<file path="src/rtl/gpio_pkg.sv">
package gpio_pkg;
  typedef enum logic [1:0] {
    MODE_RES  = 2'b00,
    MODE_CMOS = 2'b01,
    MODE_OD   = 2'b10
  } gpio_mode_e;

  // reserved code 11 folds onto open drain
  function automatic gpio_mode_e decode_mode(logic [1:0] code);
    case (code)
      2'b00:   return MODE_RES;
      2'b01:   return MODE_CMOS;
      default: return MODE_OD;
    endcase
  endfunction
endpackage

</file>
<file path="src/rtl/gpio_sync.sv">
module gpio_sync #(
  parameter int unsigned WIDTH  = 8,
  parameter int unsigned STAGES = 2
) (
  input  logic             clk_i,
  input  logic             rst_ni,
  input  logic [WIDTH-1:0] d_i,
  output logic [WIDTH-1:0] q_o
);
  logic [WIDTH-1:0] stage_q [STAGES];

  always_ff @(posedge clk_i or negedge rst_ni) begin
    if (!rst_ni) begin
      for (int i = 0; i < STAGES; i++) stage_q[i] <= '1;
    end else begin
      stage_q[0] <= d_i;
      for (int i = 1; i < STAGES; i++) stage_q[i] <= stage_q[i-1];
    end
  end

  assign q_o = stage_q[STAGES-1];
endmodule

</file>
<file path="src/rtl/gpio_pin_drv.sv">
module gpio_pin_drv
  import gpio_pkg::*;
(
  input  gpio_mode_e mode_i,
  input  logic       data_i,
  output logic       pullup_o,
  output logic       sink_o,
  output logic       drive_o
);
  always_comb begin
    sink_o   = ~data_i;
    pullup_o = data_i && (mode_i == MODE_RES);
    drive_o  = data_i && (mode_i == MODE_CMOS);
  end
endmodule

</file>
<file path="src/rtl/gpio_edge_irq.sv">
module gpio_edge_irq #(
  parameter int unsigned WIDTH = 8
) (
  input  logic             clk_i,
  input  logic             rst_ni,
  input  logic [WIDTH-1:0] level_i,
  input  logic [WIDTH-1:0] mask_i,
  output logic             irq_o
);
  logic [WIDTH-1:0] prev_q;
  logic [WIDTH-1:0] fall;

  always_ff @(posedge clk_i or negedge rst_ni) begin
    if (!rst_ni) prev_q <= '1;
    else         prev_q <= level_i;
  end

  assign fall  = prev_q & ~level_i & mask_i;
  assign irq_o = |fall;
endmodule

</file>
<file path="src/rtl/gpio_port_ctrl.sv">
module gpio_port_ctrl
  import gpio_pkg::*;
#(
  parameter int unsigned WIDTH       = 8,
  parameter int unsigned SYNC_STAGES = 2
) (
  input  logic             clk_i,
  input  logic             rst_ni,
  input  logic [WIDTH-1:0] wr_data_i,
  input  logic             data_we_i,
  input  logic             cfg_we_i,
  input  logic             irq_en_we_i,
  input  logic [WIDTH-1:0] pin_i,
  output logic [WIDTH-1:0] rd_data_o,
  output logic [WIDTH-1:0] pullup_en_o,
  output logic [WIDTH-1:0] sink_en_o,
  output logic [WIDTH-1:0] drive_en_o,
  output logic             irq_o
);
  logic [WIDTH-1:0] data_q, mask_q, sync_lvl;
  gpio_mode_e       mode_q;

  always_ff @(posedge clk_i or negedge rst_ni) begin
    if (!rst_ni) begin
      data_q <= '1;
      mask_q <= '0;
      mode_q <= MODE_RES;
    end else begin
      if (data_we_i)   data_q <= wr_data_i;
      if (irq_en_we_i) mask_q <= wr_data_i;
      if (cfg_we_i)    mode_q <= decode_mode(wr_data_i[1:0]);
    end
  end

  gpio_sync #(.WIDTH(WIDTH), .STAGES(SYNC_STAGES)) u_sync (
    .clk_i (clk_i),
    .rst_ni(rst_ni),
    .d_i   (pin_i),
    .q_o   (sync_lvl)
  );

  for (genvar g = 0; g < WIDTH; g++) begin : g_pin
    gpio_pin_drv u_drv (
      .mode_i  (mode_q),
      .data_i  (data_q[g]),
      .pullup_o(pullup_en_o[g]),
      .sink_o  (sink_en_o[g]),
      .drive_o (drive_en_o[g])
    );
  end

  gpio_edge_irq #(.WIDTH(WIDTH)) u_irq (
    .clk_i  (clk_i),
    .rst_ni (rst_ni),
    .level_i(sync_lvl),
    .mask_i (mask_q),
    .irq_o  (irq_o)
  );

  assign rd_data_o = sync_lvl;
endmodule

</file>
<file path="config.mk">
export PLATFORM = sky130hd
export DESIGN_NAME = gpio_port_ctrl
export DESIGN_NICKNAME = d
export VERILOG_FILES = /design/src/rtl/gpio_pkg.sv /design/src/rtl/gpio_sync.sv /design/src/rtl/gpio_pin_drv.sv /design/src/rtl/gpio_edge_irq.sv /design/src/rtl/gpio_port_ctrl.sv
export SDC_FILE = /design/constraint.sdc
export NUM_CORES = 1
export LEC_CHECK = 0
export BUFFER_PORTS_ARGS = -buffer_cell sky130_fd_sc_hd__buf_2
export CORE_ASPECT_RATIO = 0.6
export CORE_UTILIZATION = 30
export CTS_CLUSTER_SIZE = 30
export DETAILED_ROUTE_END_ITERATION = 10
export GPL_ROUTABILITY_DRIVEN = 0
export PLACE_DENSITY = 0.62
export SLEW_MARGIN = 20
export SYNTH_ARGS = -nofsm -noshare
export SYNTH_HDL_FRONTEND = slang
export SYNTH_SLANG_ARGS = --single-unit
</file>
<file path="constraint.sdc">
create_clock -name clk_i -period 1.1 [get_ports clk_i]
set_input_delay 0.22 -clock clk_i [delete_from_list [all_inputs] [get_ports clk_i]]
set_output_delay 0.22 -clock clk_i [all_outputs]
set_load 0.005 [all_outputs]
</file>
* Word level (Yosys, flattened, before mapping)
Cells that the tools add are included.
Storage, ports and cells: bits of input ports 21, output and inout port bits 33, logic and storage cells 39, bits in registers 42
Cells by class: equal/unequal tests 2, mux-type cells 1, reduce and logical (&&, ||, !) cells 19, bitwise logic cells 11
Operators with widths (number):
- 8-bit AND | 2
- 1-bit logical AND | 16
- 1-bit NOT | 8
- 8-bit NOT | 1
- 8-bit OR reduction | 1
- 2-bit by 1-bit == test with 1-bit output (second input constant) | 2
- 2-bit logical NOT | 2
- 2-bit case mux with 2 select lines | 1

* Logic depth before layout (Yosys ltp)
Gate-level depths: netlist of run 1.
depth in word-level cells 4, mapped depth 4, depth with buffers taken out 4

* By module
A second synthesis of run 1 with hierarchy kept.
Unflattened totals: cell total of the unflattened synthesis 111, area total of the unflattened synthesis 1707.9 µm²
Modules (own cells, without submodules):
- gpio_port_ctrl | seq. area each 460.4 µm², area an instance 750.7 µm², times used 1, cells each 40
- gpio_sync | seq. area each 420.4 µm², area an instance 480.5 µm², times used 1, cells each 24
- gpio_edge_irq | seq. area each 210.2 µm², area an instance 276.5 µm², times used 1, cells each 23
- gpio_pin_drv | seq. area each 0.0 µm², area an instance 25.0 µm², times used 8, cells each 3

* Worst setup path after synthesis of run 1
No wires, ideal clock.
path type reg2out, start reg data_q[1], end out pullup_en_o[1], buffers on the path 1, arrival 0.849 ns, setup slack 0.031 ns, required time 0.880 ns, stages on the path, launching flop included 4, cells stage by stage dfstp_2 -> inv_1 -> nor3_1 -> buf_4
On the way: longest elaborated chain between the ends 1
Ends and longest elaborated chain:
- start: declaration | line gpio_port_ctrl.sv:20 | logic [WIDTH-1:0] data_q, mask_q, sync_lvl;
- start signal: assignment | line gpio_port_ctrl.sv:29 | if (data_we_i) data_q <= wr_data_i;
- 1-bit logical AND | line gpio_pin_drv.sv:12 | pullup_o = data_i && (mode_i == MODE_RES);
- end: declaration | line gpio_port_ctrl.sv:15 | output logic [WIDTH-1:0] pullup_en_o,
Every way passes these cells.

* Worst setup path in the final report of run 1
start reg u_irq.prev_q[6], end out irq_o
On the way: longest elaborated chain between the ends 3
Ends and longest elaborated chain:
- start: declaration | line gpio_edge_irq.sv:10 | logic [WIDTH-1:0] prev_q;
- start signal: assignment | line gpio_edge_irq.sv:15 | else prev_q <= level_i;
- 8-bit AND (2 in series) | line gpio_edge_irq.sv:18 | assign fall = prev_q & ~level_i & mask_i;
- 8-bit OR reduction | line gpio_edge_irq.sv:19 | assign irq_o = |fall;
- end: declaration | line gpio_port_ctrl.sv:18 | output logic irq_o
Every way passes these cells.

==> impl_results.rst, run 1 <==
.. list-table::
   :header-rows: 1

   * - Metric
     - Value
   * - Run status
     - finished with violations
   * - Failing checks
     - negative setup slack
   * - Antenna Nets Post-Route
     - 0
   * - Number of non-filler instances in the completed layout
     - 276
   * - DR iter-0 viols
     - 17
   * - Static power due to leakage
     - ~0.0012 µW
   * - Internal Pwr Total
     - 2870 µW
   * - Comb pwr share
     - a little under a fifth
   * - Post-synth top flop
     - sky130_fd_sc_hd__dfstp_2
   * - Max-cap violation count
     - 0
   * - Worst-path fanout max
     - 1
   * - Fraction of power consumed by the clock network
     - a little over a third
   * - Post-route cell area
     - approximately 2600 µm²
   * - Worst max-slew margin expressed relative to the limit
     - roughly four fifths
   * - CP Launch Point
     - u_irq.prev_q[6]
   * - Number of endpoints with negative hold slack in the final report
     - 0
   * - Overflow left after global routing
     - 0
   * - Met1 usage in global routing
     - 17.0%
   * - FF+latch count, synth
     - 42
   * - Most frequently used cell type in the post-synthesis netlist
     - sky130_fd_sc_hd__buf_4
   * - Number of enable flip-flop cells after synthesis
     - 0
   * - Switching share of power
     - a little under a quarter
   * - Average cell area after synthesis
     - 12.3 µm²
   * - Num CTS Buffers
     - 5
   * - FF-to-FF Start
     - mode_q[1]
   * - Worst Hold Launch
     - pin_i[0]
   * - Portion of total power attributed to sequential cells
     - around 47%
   * - Share of the synthesized area in the top cell type
     - a little under half
   * - Top cells by count, synth
     - sky130_fd_sc_hd__buf_4, sky130_fd_sc_hd__dfstp_2, sky130_fd_sc_hd__nand2_1
   * - Final #Nets
     - around 220
   * - RSZ-0062 raised after global routing
     - true
   * - Cell types occupying the most area after synthesis
     - sky130_fd_sc_hd__dfstp_2, sky130_fd_sc_hd__dfrtp_1, sky130_fd_sc_hd__buf_4
   * - Via total after detailed routing
     - ~1,100
   * - Final hold slack
     - around 0.022 ns
   * - Number of warnings printed during yosys synthesis
     - 0
   * - Post-DR vias/cell
     - slightly above 4
   * - Total length of routed wires
     - roughly 3600 µm
   * - Clock edge transition at the registers on the reported setup and hold paths
     - around 0.080 ns
   * - Layout cells sized above 1
     - between 70% and 80%
   * - Slew Viols, Final
     - 0
   * - Cell at the root of the clock tree
     - sky130_fd_sc_hd__clkbuf_8
   * - GR Layer Usage met2
     - about 17%
   * - Total Routing Usage GR
     - a little under an eighth
   * - Share of flip-flops with an asynchronous set or reset
     - 100%
   * - Power density cells
     - around 1500 nW/µm²
   * - Post-synthesis net count
     - 167
   * - Number of I/O pins
     - 54
   * - Ant. Diodes
     - 0
   * - Type of origin of the critical path
     - flip-flop
   * - Routing usage on met3
     - under 10%
   * - Final setup fails
     - 33
   * - Largest area contributor in the netlist
     - sky130_fd_sc_hd__dfstp_2
   * - Yosys cell types
     - 15
   * - VDD IR max
     - 0.000537 V
   * - Count of standard-cell rows
     - 21
   * - Fill cells
     - about 530
   * - H-tree depth reported by CTS
     - 2
   * - Data required time of the critical path
     - about 0.88 ns
   * - Largest net degree at the start of global routing
     - 43
   * - Total core area
     - 5650 µm²
   * - Number of placed instances with taps included
     - 257
   * - Floorplan die area
     - 6290 µm²
   * - Max Root-Sink Buffers
     - 2
   * - Starting utilization of the core area
     - 31.7%
   * - Final critical-path required period
     - 1.48 ns
   * - Final WS setup
     - -0.377 ns
   * - Number of port buffers
     - 53
   * - CTS tree
     - done
   * - Number of antenna violations at the first check in global routing
     - 0
   * - Post-Synthesis Cell Area
     - ~1800 µm²
   * - Most congested layer reported by global routing
     - met1
   * - Wire length of the first global-routing pass
     - about 5300 µm
   * - Routed length per placed instance
     - about 13 µm
   * - Share of the cycle needed by the critical path after routing
     - 134%
   * - Worst skew pair latency
     - about 0.29 ns
   * - DRC violations left
     - 0
   * - Layout area overhead
     - 43.7%
   * - Number of instances in the synthesized netlist
     - 146
   * - Arrival time at the worst endpoint
     - roughly 1.3 ns
   * - Kind of capture point of the worst setup path
     - output pin
   * - Post-Route Skew
     - between 0.004 and 0.005 ns
   * - DP Wirelength
     - between 2000 and 2500 µm
   * - Router iterations before antenna repair
     - 3
   * - Net load switching power
     - 906 µW
   * - Sequential area share after synthesis
     - 60.9%
   * - Clk sink count
     - 42
   * - Class of the tightest hold or removal check
     - in -> reg
   * - Critical Setup Path Class
     - reg -> out
   * - Die extent in y
     - 61.8 µm
   * - Transition time at the pin with the least slew margin
     - about 0.28 ns
   * - Maximum operating frequency
     - 0.677 GHz
   * - Power, Total
     - around 3800 µW
   * - Number of global-route vias before repair
     - roughly 1,100
   * - Post-detailed-placement cell area
     - 2000 µm²
   * - Width of the die
     - 102 µm
==> flip-flops by register name, summed over array words and instances (netlist names) <==
| name | count |
|---|---|
| data_q | 8 |
| u_irq.prev_q | 8 |
| mask_q | 8 |
| u_sync.stage_q | 8 |
| u_sync.q_o | 8 |
| mode_q | 2 |
==> final timing paths <==
check | to | slack (ns) | cells after the start
setup / recovery | irq_o | -0.38 | 5
hold / removal | u_sync.stage_q[8] | 0.02 | 1
setup reg to reg | mode_q[1] | 0.13 | 2
hold reg to reg | u_sync.q_o[5] | 0.36 | 0
max in group asynchronous | data_q[0] | 0.38 | 3
min in group asynchronous | mask_q[5] | 0.45 | 3
==> routing by layer <==
metal	wire length, µm	up-vias
li1	-	549
met5	0	-
met4	0	0
met2	1500	35
met1	1890	558
met3	224	0
==> area by class of cell <==
class                           count  area, µm²  share of cell area [%]
Clock buffer                        8        133                    5.15
Inverter                            9       53.8                    2.09
Timing Repair Buffer               79        669                    26.0
Sequential cell                    42       1090                    42.5
Tap cell                           80        100                    3.89
Multi-Input combinational cell     58        524                    20.4
==> layout by cell type, fill, tap and decap left out, drive strengths merged <==
cell,Yosys,routed
mux2,9,9
inv,9,9
dfrtp,10,10
clkbuf,0,9
nor2,2,2
nand2,17,17
dfstp,32,32
dlygate4sd3,0,3
nand3b,1,1
o22ai,4,4
o21ai,9,9
buf,37,75
nor3,16,16
==> per-stage QoR <==
stage / setup slack [ns] / utilization (%) / TNS, ns
final: -0.377 / 45.6 / -7.74
after floorplan: 0.0309 / - / 0
after detailed placement: -0.0854 / 35.4 / -0.239
after CTS: -0.386 / 42.5 / -7.78
after global routing: -0.461 / 45.6 / -9.68
after global placement: -0.0842 / 35.4 / -0.154
==> power groups by stage <==
stage                     registers [µW]  clock network (µW)  logic, µW
after floorplan                     1760                   0        321
after global placement              1780                   0        444
after detailed placement            1780                   0        449
after CTS                           1770                1370        583
after global routing                1790                1450        755
final                               1780                1310        688
==> logic make-up (layout without fill, tap and decap cells) <==
logic type	count (synthesis)	after routing	synth area share (%)
buffers and inverters	46	96	18.4
DFF	42	42	60.9
muxes	9	9	7.34
AOI/OAI and AO/OA	13	13	3.91
and+or+nand+nor	36	36	9.43
==> critical path, stage by stage (launching register included) <==
cell and delay, ns:
sky130_fd_sc_hd__dfstp_2 0.53, sky130_fd_sc_hd__nand2_2 0.04, sky130_fd_sc_hd__o22ai_2 0.17, sky130_fd_sc_hd__nor2_1 0.07, sky130_fd_sc_hd__nand2_1 0.06, sky130_fd_sc_hd__buf_2 0.10
==> timing repair <==
action,4_1_cts,5_1_grt
buffers inserted,6,2
gates resized for setup,51,27
pin swaps,9,15
endpoints found under the setup margin,33,33
gates cloned,0,1
endpoints found under the hold margin,10,2
hold buffers,1,2
No activity file was read; power rests on OpenSTA's default activity.
==> inputs of run 2 (changes only) <==
ABC_AREA = 1   (was default)
CORE_UTILIZATION = 40   (was 30)
HOLD_SLACK_MARGIN = 0.06   (was default)
PLACE_DENSITY = 0.76   (was 0.62)
==> run 2 against run 1 <==
Against the previous run:
- the flow still finishes with violations (negative setup slack)
- worst hold slack better by 0.12 ns
- critical path depth unchanged
- sequential cell count unchanged
- global-route usage up 3.6 points
==> impl_results.rst, run 2 <==
.. list-table::
   :header-rows: 1

   * - Metric
     - Value
   * - FF+latch count, synth
     - 42 (unchanged)
   * - DR iter-0 viols
     - 19 (+2)
   * - H-tree depth reported by CTS
     - 2 (unchanged)
   * - Floorplan die area
     - 4680 µm² (-26%)
   * - Overflow left after global routing
     - 0 (unchanged)
   * - Cell types occupying the most area after synthesis
     - sky130_fd_sc_hd__dfstp_2, sky130_fd_sc_hd__dfrtp_1, sky130_fd_sc_hd__buf_4
   * - Power, Total
     - 3820 µW (+0.97%)
   * - Run status
     - finished with violations
   * - Number of placed instances with taps included
     - 243 (-5.4%)
   * - Yosys cell types
     - 12 (-3)
   * - Failing checks
     - negative setup slack
   * - Sequential area share after synthesis
     - 61.9% (+1.0 points)
   * - Commonest non-fill, non-tap cell in the layout
     - sky130_fd_sc_hd__buf_2
   * - Via total after detailed routing
     - 1,140 (-0.18%)
   * - Die extent in y
     - 53.4 µm (-14%)
   * - Starting utilization of the core area
     - 42.3% (+11 points)
   * - Final setup fails
     - 33 (unchanged)
   * - Slew Viols, Final
     - 0 (unchanged)
   * - Worst skew pair latency
     - 0.29 ns (about the same)
   * - Class of the tightest hold or removal check
     - in -> reg
   * - Worst Hold Launch
     - cfg_we_i
   * - Layout area overhead
     - 39.3%
   * - Num CTS Buffers
     - 5 (unchanged)
   * - Count of standard-cell rows
     - 18 (-14%)
   * - Post-synth top flop
     - sky130_fd_sc_hd__dfstp_2
   * - RSZ-0062 raised after global routing
     - true
   * - Total core area
     - 4170 µm² (-26%)
   * - Max Root-Sink Buffers
     - 2 (unchanged)
   * - Largest net degree at the start of global routing
     - 43 (unchanged)
   * - Worst-path fanout max
     - 2 (+1)
   * - Setup tns final
     - -6.48 ns (+1.26 ns)
   * - Layout cells sized above 1
     - 71.4% (-7.7 points)
   * - Number of I/O pins
     - 54 (unchanged)
   * - Post-synthesis net count
     - 176 (+5.4%)
   * - Largest area contributor in the netlist
     - sky130_fd_sc_hd__dfstp_2
   * - Final critical-path required period
     - 1.51 ns (+0.0345 ns)
   * - Data required time of the critical path
     - 0.88 ns (about the same)
   * - DP Wirelength
     - 2130 µm (-11%)
   * - Kind of capture point of the worst setup path
     - output pin
   * - Post-Route Skew
     - 0.00470 ns (+0.000561 ns)
   * - Worst Hold Endpoint
     - mode_q[0]
   * - Number of endpoints with negative hold slack in the final report
     - 0 (unchanged)
   * - Maximum operating frequency
     - 0.662 GHz (-2.3%)
   * - VDD IR max
     - 0.000900 V (+68%)
   * - Number of antenna violations at the first check in global routing
     - 0 (unchanged)
   * - Top cells by count, synth
     - sky130_fd_sc_hd__buf_4, sky130_fd_sc_hd__dfstp_2, sky130_fd_sc_hd__nor2_1
   * - Transition time at the pin with the least slew margin
     - 0.291 ns (+0.0162 ns)
   * - Share of flip-flops with an asynchronous set or reset
     - 100% (unchanged)
   * - Static power due to leakage
     - 0.00117 µW (+0.26%)
   * - Max-cap violation count
     - 0 (unchanged)
   * - Number of warnings printed during yosys synthesis
     - 0 (unchanged)
   * - Type of origin of the critical path
     - flip-flop
   * - Sequential cell area
     - 1090 µm² (-0.23%)
   * - Ant. Diodes
     - 0 (unchanged)
   * - Number of non-filler instances in the completed layout
     - 266 (-3.6%)
   * - Cell at the root of the clock tree
     - sky130_fd_sc_hd__clkbuf_8
   * - Footprint of the multi-input gates
     - 472 µm² (-10%)
   * - Number of instances in the synthesized netlist
     - 155 (+6.2%)
   * - Register-to-register setup slack
     - 0.18 ns (+0.05 ns)
   * - Leading cell types in the layout, fill and taps excluded
     - sky130_fd_sc_hd__buf_2, sky130_fd_sc_hd__dfstp_2, sky130_fd_sc_hd__buf_6, sky130_fd_sc_hd__nand2_1, sky130_fd_sc_hd__dfrtp_1
   * - Final #Nets
     - 226 (+4.6%)
   * - Power density cells
     - 1560 nW/µm² (+5.9%)
   * - Worst max-slew margin expressed relative to the limit
     - 80.6% (-1.1 points)
   * - Clock edge transition at the registers on the reported setup and hold paths
     - 0.07 ns (about the same)
   * - Total length of routed wires
     - 3360 µm (-7.3%)
   * - Number of port buffers
     - 53 (unchanged)
   * - DRC violations left
     - 0 (unchanged)
   * - Minimum setup slack after placement
     - -0.143 ns (-0.0580 ns)
   * - Width of the die
     - 87.7 µm (-14%)
   * - FF-to-FF Start
     - data_q[0]
   * - Final core utilization
     - 58.9% (+13 points)
   * - Critical Setup Path Class
     - reg -> out
   * - Clk sink count
     - 42 (unchanged)
   * - Router iterations before antenna repair
     - 2 (-1)
   * - Routed length per placed instance
     - 12.6 µm (-3.8%)
   * - Share of the synthesized area in the top cell type
     - 47.7% (+0.77 points)
   * - Number of global-route vias before repair
     - 1,103 (+1.2%)
   * - Most frequently used cell type in the post-synthesis netlist
     - sky130_fd_sc_hd__buf_4
   * - Fill cells
     - 386 (-27%)
   * - Cell depth of the worst flop-to-flop path
     - 3 (+1)
   * - Share of the cycle needed by the critical path after routing
     - 137% (+3.1 points)
   * - Wire length of the first global-routing pass
     - 5050 µm (-5.0%)
   * - Antenna Nets Post-Route
     - 0 (unchanged)
   * - Arrival time at the worst endpoint
     - 1.29 ns (+0.03 ns)
   * - CTS tree
     - done
   * - Number of enable flip-flop cells after synthesis
     - 0 (unchanged)
   * - Average cell area after synthesis
     - 11.4 µm² (-7.3%)
   * - Final WS setup
     - -0.411 ns (-0.0345 ns)
   * - Reg-to-reg endpoint
     - data_q[0]
   * - Post-Synthesis Cell Area
     - 1760 µm² (-1.6%)
   * - Post-DR vias/cell
     - 4.29 (+3.6%)
   * - Count of cells along the worst hold path
     - 2 (+1)
   * - Total Routing Usage GR
     - 15.4% (+3.6 points)
==> run 2: changes by cell type after synthesis, moves of 2 or more <==
cell                      change
sky130_fd_sc_hd__nand3_1      +7
sky130_fd_sc_hd__o22ai_1      -4
sky130_fd_sc_hd__nor2_1      +17
sky130_fd_sc_hd__nor3_2       -2
sky130_fd_sc_hd__nor3_1      -14
sky130_fd_sc_hd__buf_6        -3
sky130_fd_sc_hd__inv_1       +10
==> run 2: what timing repair did <==
item | in CTS | in global routing
hold buffers | 9 | 0
setup endpoints to repair | 33 | 33
resized for setup | 28 | 41
hold endpoints to repair | 18 | 0
pin swaps | 1 | 7
gates cloned | 0 | 0
setup buffers | 3 | 3
==> run 2: critical path, cell delays in order, from the launching register on <==
cell	delay, ns
sky130_fd_sc_hd__dfstp_2	0.53
sky130_fd_sc_hd__nand3b_1	0.11
sky130_fd_sc_hd__nand2_2	0.07
sky130_fd_sc_hd__nor2_4	0.12
sky130_fd_sc_hd__nand2_1	0.06
sky130_fd_sc_hd__buf_2	0.12
==> run 2: layer usage <==
layer,global-route usage (%),wire length [µm],up-vias
li1,-,-,543
met1,18.6,1510,561
met2,25.7,1660,33
met3,5.30,155,3
met4,5.74,28,0
met5,0,0,-
==> run 2: worst max-delay path by stage <==
stage / start / slack, ns / cells after the start / end
global route: u_sync.q_o[3] / -0.50 / 6 / irq_o
finish: u_sync.q_o[7] / -0.41 / 5 / irq_o
CTS: u_sync.q_o[3] / -0.43 / 6 / irq_o
detailed placement: u_sync.q_o[4] / -0.14 / 6 / irq_o
global placement: u_sync.q_o[0] / -0.13 / 6 / irq_o
floorplan: u_sync.q_o[5] / 0.08 / 5 / irq_o
==> run 2: power breakdown <==
group / leakage [µW] / switching, µW / internal [µW]
registers: 0.000454 / 60.0 / 1710
clock network: 0.0000714 / 524 / 968
logic: 0.000643 / 265 / 294
total: 0.00117 / 848 / 2970
==> run 2: cells by family (layout without fill, tap and decap cells) <==
kind of cell / after synthesis / after routing / synth area share, %
muxes: 8 / 8 / 6.82
DFF: 42 / 42 / 61.9
buffers and inverters: 52 / 103 / 18.5
AOI/OAI and AO/OA: 10 / 10 / 2.84
and+or+nand+nor: 43 / 43 / 9.87
==> run 2: layout make-up <==
class                      instances  share of cell area, %
clock inverter                     2                   2.45
timing repair buffer              77                   24.2
clock buffer                       6                   3.37
inverter                          18                   3.26
sequential                        42                   44.5
tap                               60                   3.06
multi-input combinational         61                   19.2
==> run 2: through the flow <==
step | hold slack, ns | area [µm²]
after detailed placement | 0.207 | 1920
final | 0.137 | 2450
after CTS | 0.133 | 2260
after floorplan | -0.0756 | 1760
after global placement | 0.208 | 1920
after global routing | 0.145 | 2450
==> inputs of run 3 (changes only) <==
CAP_MARGIN = 20   (was default)
PLACE_DENSITY = 0.77   (was 0.76)
SYNTH_HIERARCHICAL = 1   (was default)
==> run 3 against run 2 <==
Against the previous run:
- the run still ends with negative setup slack left
- sequential cell count stayed put
- routed wire length is 1.7% higher
- non-clock buffer count is 5 higher
- first-iteration DRC count grew to 2.8 times the previous value
- register-to-register slack worse by 0.06 ns
- global-route usage is 1.6 points higher
- combinational power is 2% lower
- critical path type unchanged
- critical endpoint unchanged
- highest routed layer unchanged
==> impl_results.rst, run 3 <==
.. list-table::
   :header-rows: 1

   * - Metric
     - Value
   * - Post-route cell area
     - 2470 µm² (+0.87%)
   * - Slew Viols, Final
     - 0 (unchanged)
   * - Final core utilization
     - 64.3% (+5.4 points)
   * - Number of enable flip-flop cells after synthesis
     - 0 (unchanged)
   * - Total core area
     - 3850 µm² (-7.6%)
   * - Clock edge transition at the registers on the reported setup and hold paths
     - 0.08 ns (about the same)
   * - DR iter-0 viols
     - 54 (+35)
   * - Critical Setup Path Class
     - reg -> out
   * - Run status
     - finished with violations
   * - Worst max-slew margin expressed relative to the limit
     - 83.4% (+2.9 points)
   * - Number of port buffers
     - 53 (unchanged)
   * - Router iterations before antenna repair
     - 4 (+2)
   * - Number of antenna violations at the first check in global routing
     - 0 (unchanged)
   * - Share of flip-flops with an asynchronous set or reset
     - 100% (unchanged)
   * - Number of I/O pins
     - 54 (unchanged)
   * - Number of endpoints with negative hold slack in the final report
     - 0 (unchanged)
   * - VDD IR max
     - 0.000889 V (-1.2%)
   * - Total length of routed wires
     - 3410 µm (+1.7%)
   * - DP Wirelength
     - 2250 µm (+5.4%)
   * - Ant. Diodes
     - 0 (unchanged)
   * - Post-synth top flop
     - sky130_fd_sc_hd__dfstp_2
   * - Kind of capture point of the worst setup path
     - output pin
   * - CTS tree
     - done
   * - H-tree depth reported by CTS
     - 2 (unchanged)
   * - Count of standard-cell rows
     - 17 (-1)
   * - RSZ-0062 raised after global routing
     - true
   * - Maximum operating frequency
     - 0.675 GHz (+2.0%)
   * - Largest area contributor in the netlist
     - sky130_fd_sc_hd__dfstp_2
   * - Class of the tightest hold or removal check
     - in -> reg
   * - Final WS setup
     - -0.381 ns (+0.0302 ns)
   * - Wire length of the first global-routing pass
     - 5720 µm (+13%)
   * - Commonest non-fill, non-tap cell in the layout
     - sky130_fd_sc_hd__buf_2
   * - Post-DR vias/cell
     - 4.21 (-1.9%)
   * - Final setup fails
     - 33 (unchanged)
   * - Minimum setup slack after placement
     - -0.0869 ns (+0.0566 ns)
   * - Static power due to leakage
     - 0.00129 µW (+10%)
   * - Post-Synthesis Cell Area
     - 1700 µm² (-3.8%)
   * - Final #Nets
     - 278 (+23%)
   * - Width of the die
     - 86.1 µm (-1.9%)
   * - Max-cap violation count
     - 0 (unchanged)
   * - Share of the synthesized area in the top cell type
     - 49.6% (+1.9 points)
   * - FF+latch count, synth
     - 42 (unchanged)
   * - Average cell area after synthesis
     - 9.52 µm² (-16%)
   * - Top cells by count, synth
     - sky130_fd_sc_hd__inv_1, sky130_fd_sc_hd__nand2_1, sky130_fd_sc_hd__dfstp_2
   * - DRC violations left
     - 0 (unchanged)
   * - Cell types occupying the most area after synthesis
     - sky130_fd_sc_hd__dfstp_2, sky130_fd_sc_hd__dfrtp_1, sky130_fd_sc_hd__inv_1
   * - Leading cell types in the layout, fill and taps excluded
     - sky130_fd_sc_hd__buf_2, sky130_fd_sc_hd__inv_1, sky130_fd_sc_hd__dfstp_2, sky130_fd_sc_hd__nand2_1, sky130_fd_sc_hd__buf_6
   * - Failing checks
     - negative setup slack
   * - Via total after detailed routing
     - 1,325 (+16%)
   * - Highest-delay cell along the critical path
     - sky130_fd_sc_hd__dfstp_2
   * - Num CTS Buffers
     - 5 (unchanged)
   * - Number of global-route vias before repair
     - 1,290 (+17%)
   * - Routed length per placed instance
     - 10.8 µm (-14%)
   * - Die extent in y
     - 52.4 µm (-1.8%)
   * - Floorplan die area
     - 4510 µm² (-3.6%)
   * - Worst skew pair latency
     - 0.29 ns (about the same)
   * - Max Root-Sink Buffers
     - 2 (unchanged)
   * - Power density cells
     - 1350 nW/µm² (-13%)
   * - Type of origin of the critical path
     - flip-flop
   * - Cell at the root of the clock tree
     - sky130_fd_sc_hd__clkbuf_8
   * - Layout cells sized above 1
     - 54.7% (-17 points)
   * - Post-synthesis net count
     - 199 (+13%)
   * - Number of instances in the synthesized netlist
     - 178 (+15%)
   * - Clk sink count
     - 42 (unchanged)
   * - Total Routing Usage GR
     - 16.9% (+1.6 points)
   * - Critical-path cell list
     - inv_1 -> nand3_2 -> nand2_2 -> nor2_1 -> nand2_1 -> buf_2
   * - Data required time of the critical path
     - 0.88 ns (about the same)
   * - Yosys cell types
     - 11 (-1)
   * - Final critical-path required period
     - 1.48 ns (-0.0302 ns)
   * - Layout area overhead
     - 46.0%
   * - Number of warnings printed during yosys synthesis
     - 6 (+6)
   * - Largest net degree at the start of global routing
     - 43 (unchanged)
   * - Sequential area share after synthesis
     - 64.4% (+2.4 points)
   * - Crit path buf inv count
     - 2 (+1)
   * - Most frequently used cell type in the post-synthesis netlist
     - sky130_fd_sc_hd__inv_1
   * - Post-detailed-placement cell area
     - 2050 µm² (+6.6%)
   * - Starting utilization of the core area
     - 44.0% (+1.8 points)
   * - Overflow left after global routing
     - 0 (unchanged)
   * - Post-Route Skew
     - 0.00303 ns (-0.00167 ns)
   * - Transition time at the pin with the least slew margin
     - 0.248 ns (-0.0430 ns)
   * - Share of the cycle needed by the critical path after routing
     - 135% (-2.7 points)
   * - Worst-path fanout max
     - 2 (unchanged)
   * - Critical path's top delay family
     - flip-flops
   * - Fill cells
     - 310 (-20%)
   * - Arrival time at the worst endpoint
     - 1.26 ns (-0.03 ns)
   * - Stage delay of the slowest cell on the critical path
     - 0.54 ns (about the same)
   * - Antenna Nets Post-Route
     - 0 (unchanged)
==> run 3: worst paths after layout <==
path                       slack (ns)  cells past startpoint         startpoint            endpoint
max in group asynchronous        0.39                      3             rst_ni  u_sync/stage_q[15]
hold reg to reg                  0.36                      0  u_sync/stage_q[9]       u_sync/q_o[1]
setup reg to reg                 0.12                      4          data_q[1]           data_q[1]
hold / removal                   0.15                      3       wr_data_i[3]           data_q[3]
setup / recovery                -0.38                      6      u_sync/q_o[4]               irq_o
min in group asynchronous        0.44                      3             rst_ni           mask_q[3]
==> run 3: cell type report <==
cell class	instances	area (µm²)	area share [%]
clock buffers	6	82.6	3.34
inverters	49	189	7.63
clock inverters	2	12.5	0.506
repair buffers	82	647	26.1
multi-input cells	77	380	15.4
flip-flops and latches	42	1090	44.1
well taps	57	71.3	2.88
==> run 3: per-stage QoR <==
step	power [µW]	std cells	TNS (ns)	hold slack (ns)
6_report	3340	315	-6.65	0.152
5_1_grt	3540	315	-8.66	0.139
3_3_place_gp	2170	288	-0.0920	0.205
3_5_place_dp	2190	288	-0.0869	0.206
2_1_floorplan	1970	178	0	-0.0756
4_1_cts	3330	310	-6.72	0.146
==> run 3: routing by layer <==
layer	global-route usage, %	routed length [µm]
met4	5.00	53
met1	21.4	1570
met2	27.6	1550
met3	6.14	242
met5	0	0
==> run 3: power by group <==
group | leakage, µW | internal (µW) | switching, µW
logic | 0.000781 | 290 | 254
registers | 0.000458 | 1710 | 72.9
clock network | 0.0000472 | 504 | 509
total | 0.00129 | 2500 | 837
==> run 3: kinds of logic (layout without fill, tap and decap cells) <==
kind of cell           Yosys count  count (layout)  synth area share, %
buffers and inverters           59             139                 15.7
DFF                             42              42                 64.4
AOI/OAI and AO/OA               16              16                 4.72
and+or+nand+nor                 61              61                 15.2
==> run 3: tightest hold or removal path, cell delays in order <==
cell,delay (ns)
sky130_fd_sc_hd__buf_2,0.11
sky130_fd_sc_hd__nand2_1,0.04
sky130_fd_sc_hd__o21ai_0,0.06
==> run 3: timing repair <==
action                                  CTS  global route
setup buffers                             5             6
pin swaps                                 7             8
endpoints found under the setup margin   33            33
hold buffers                              9             0
resized for setup                        39            16
endpoints found under the hold margin    18             0
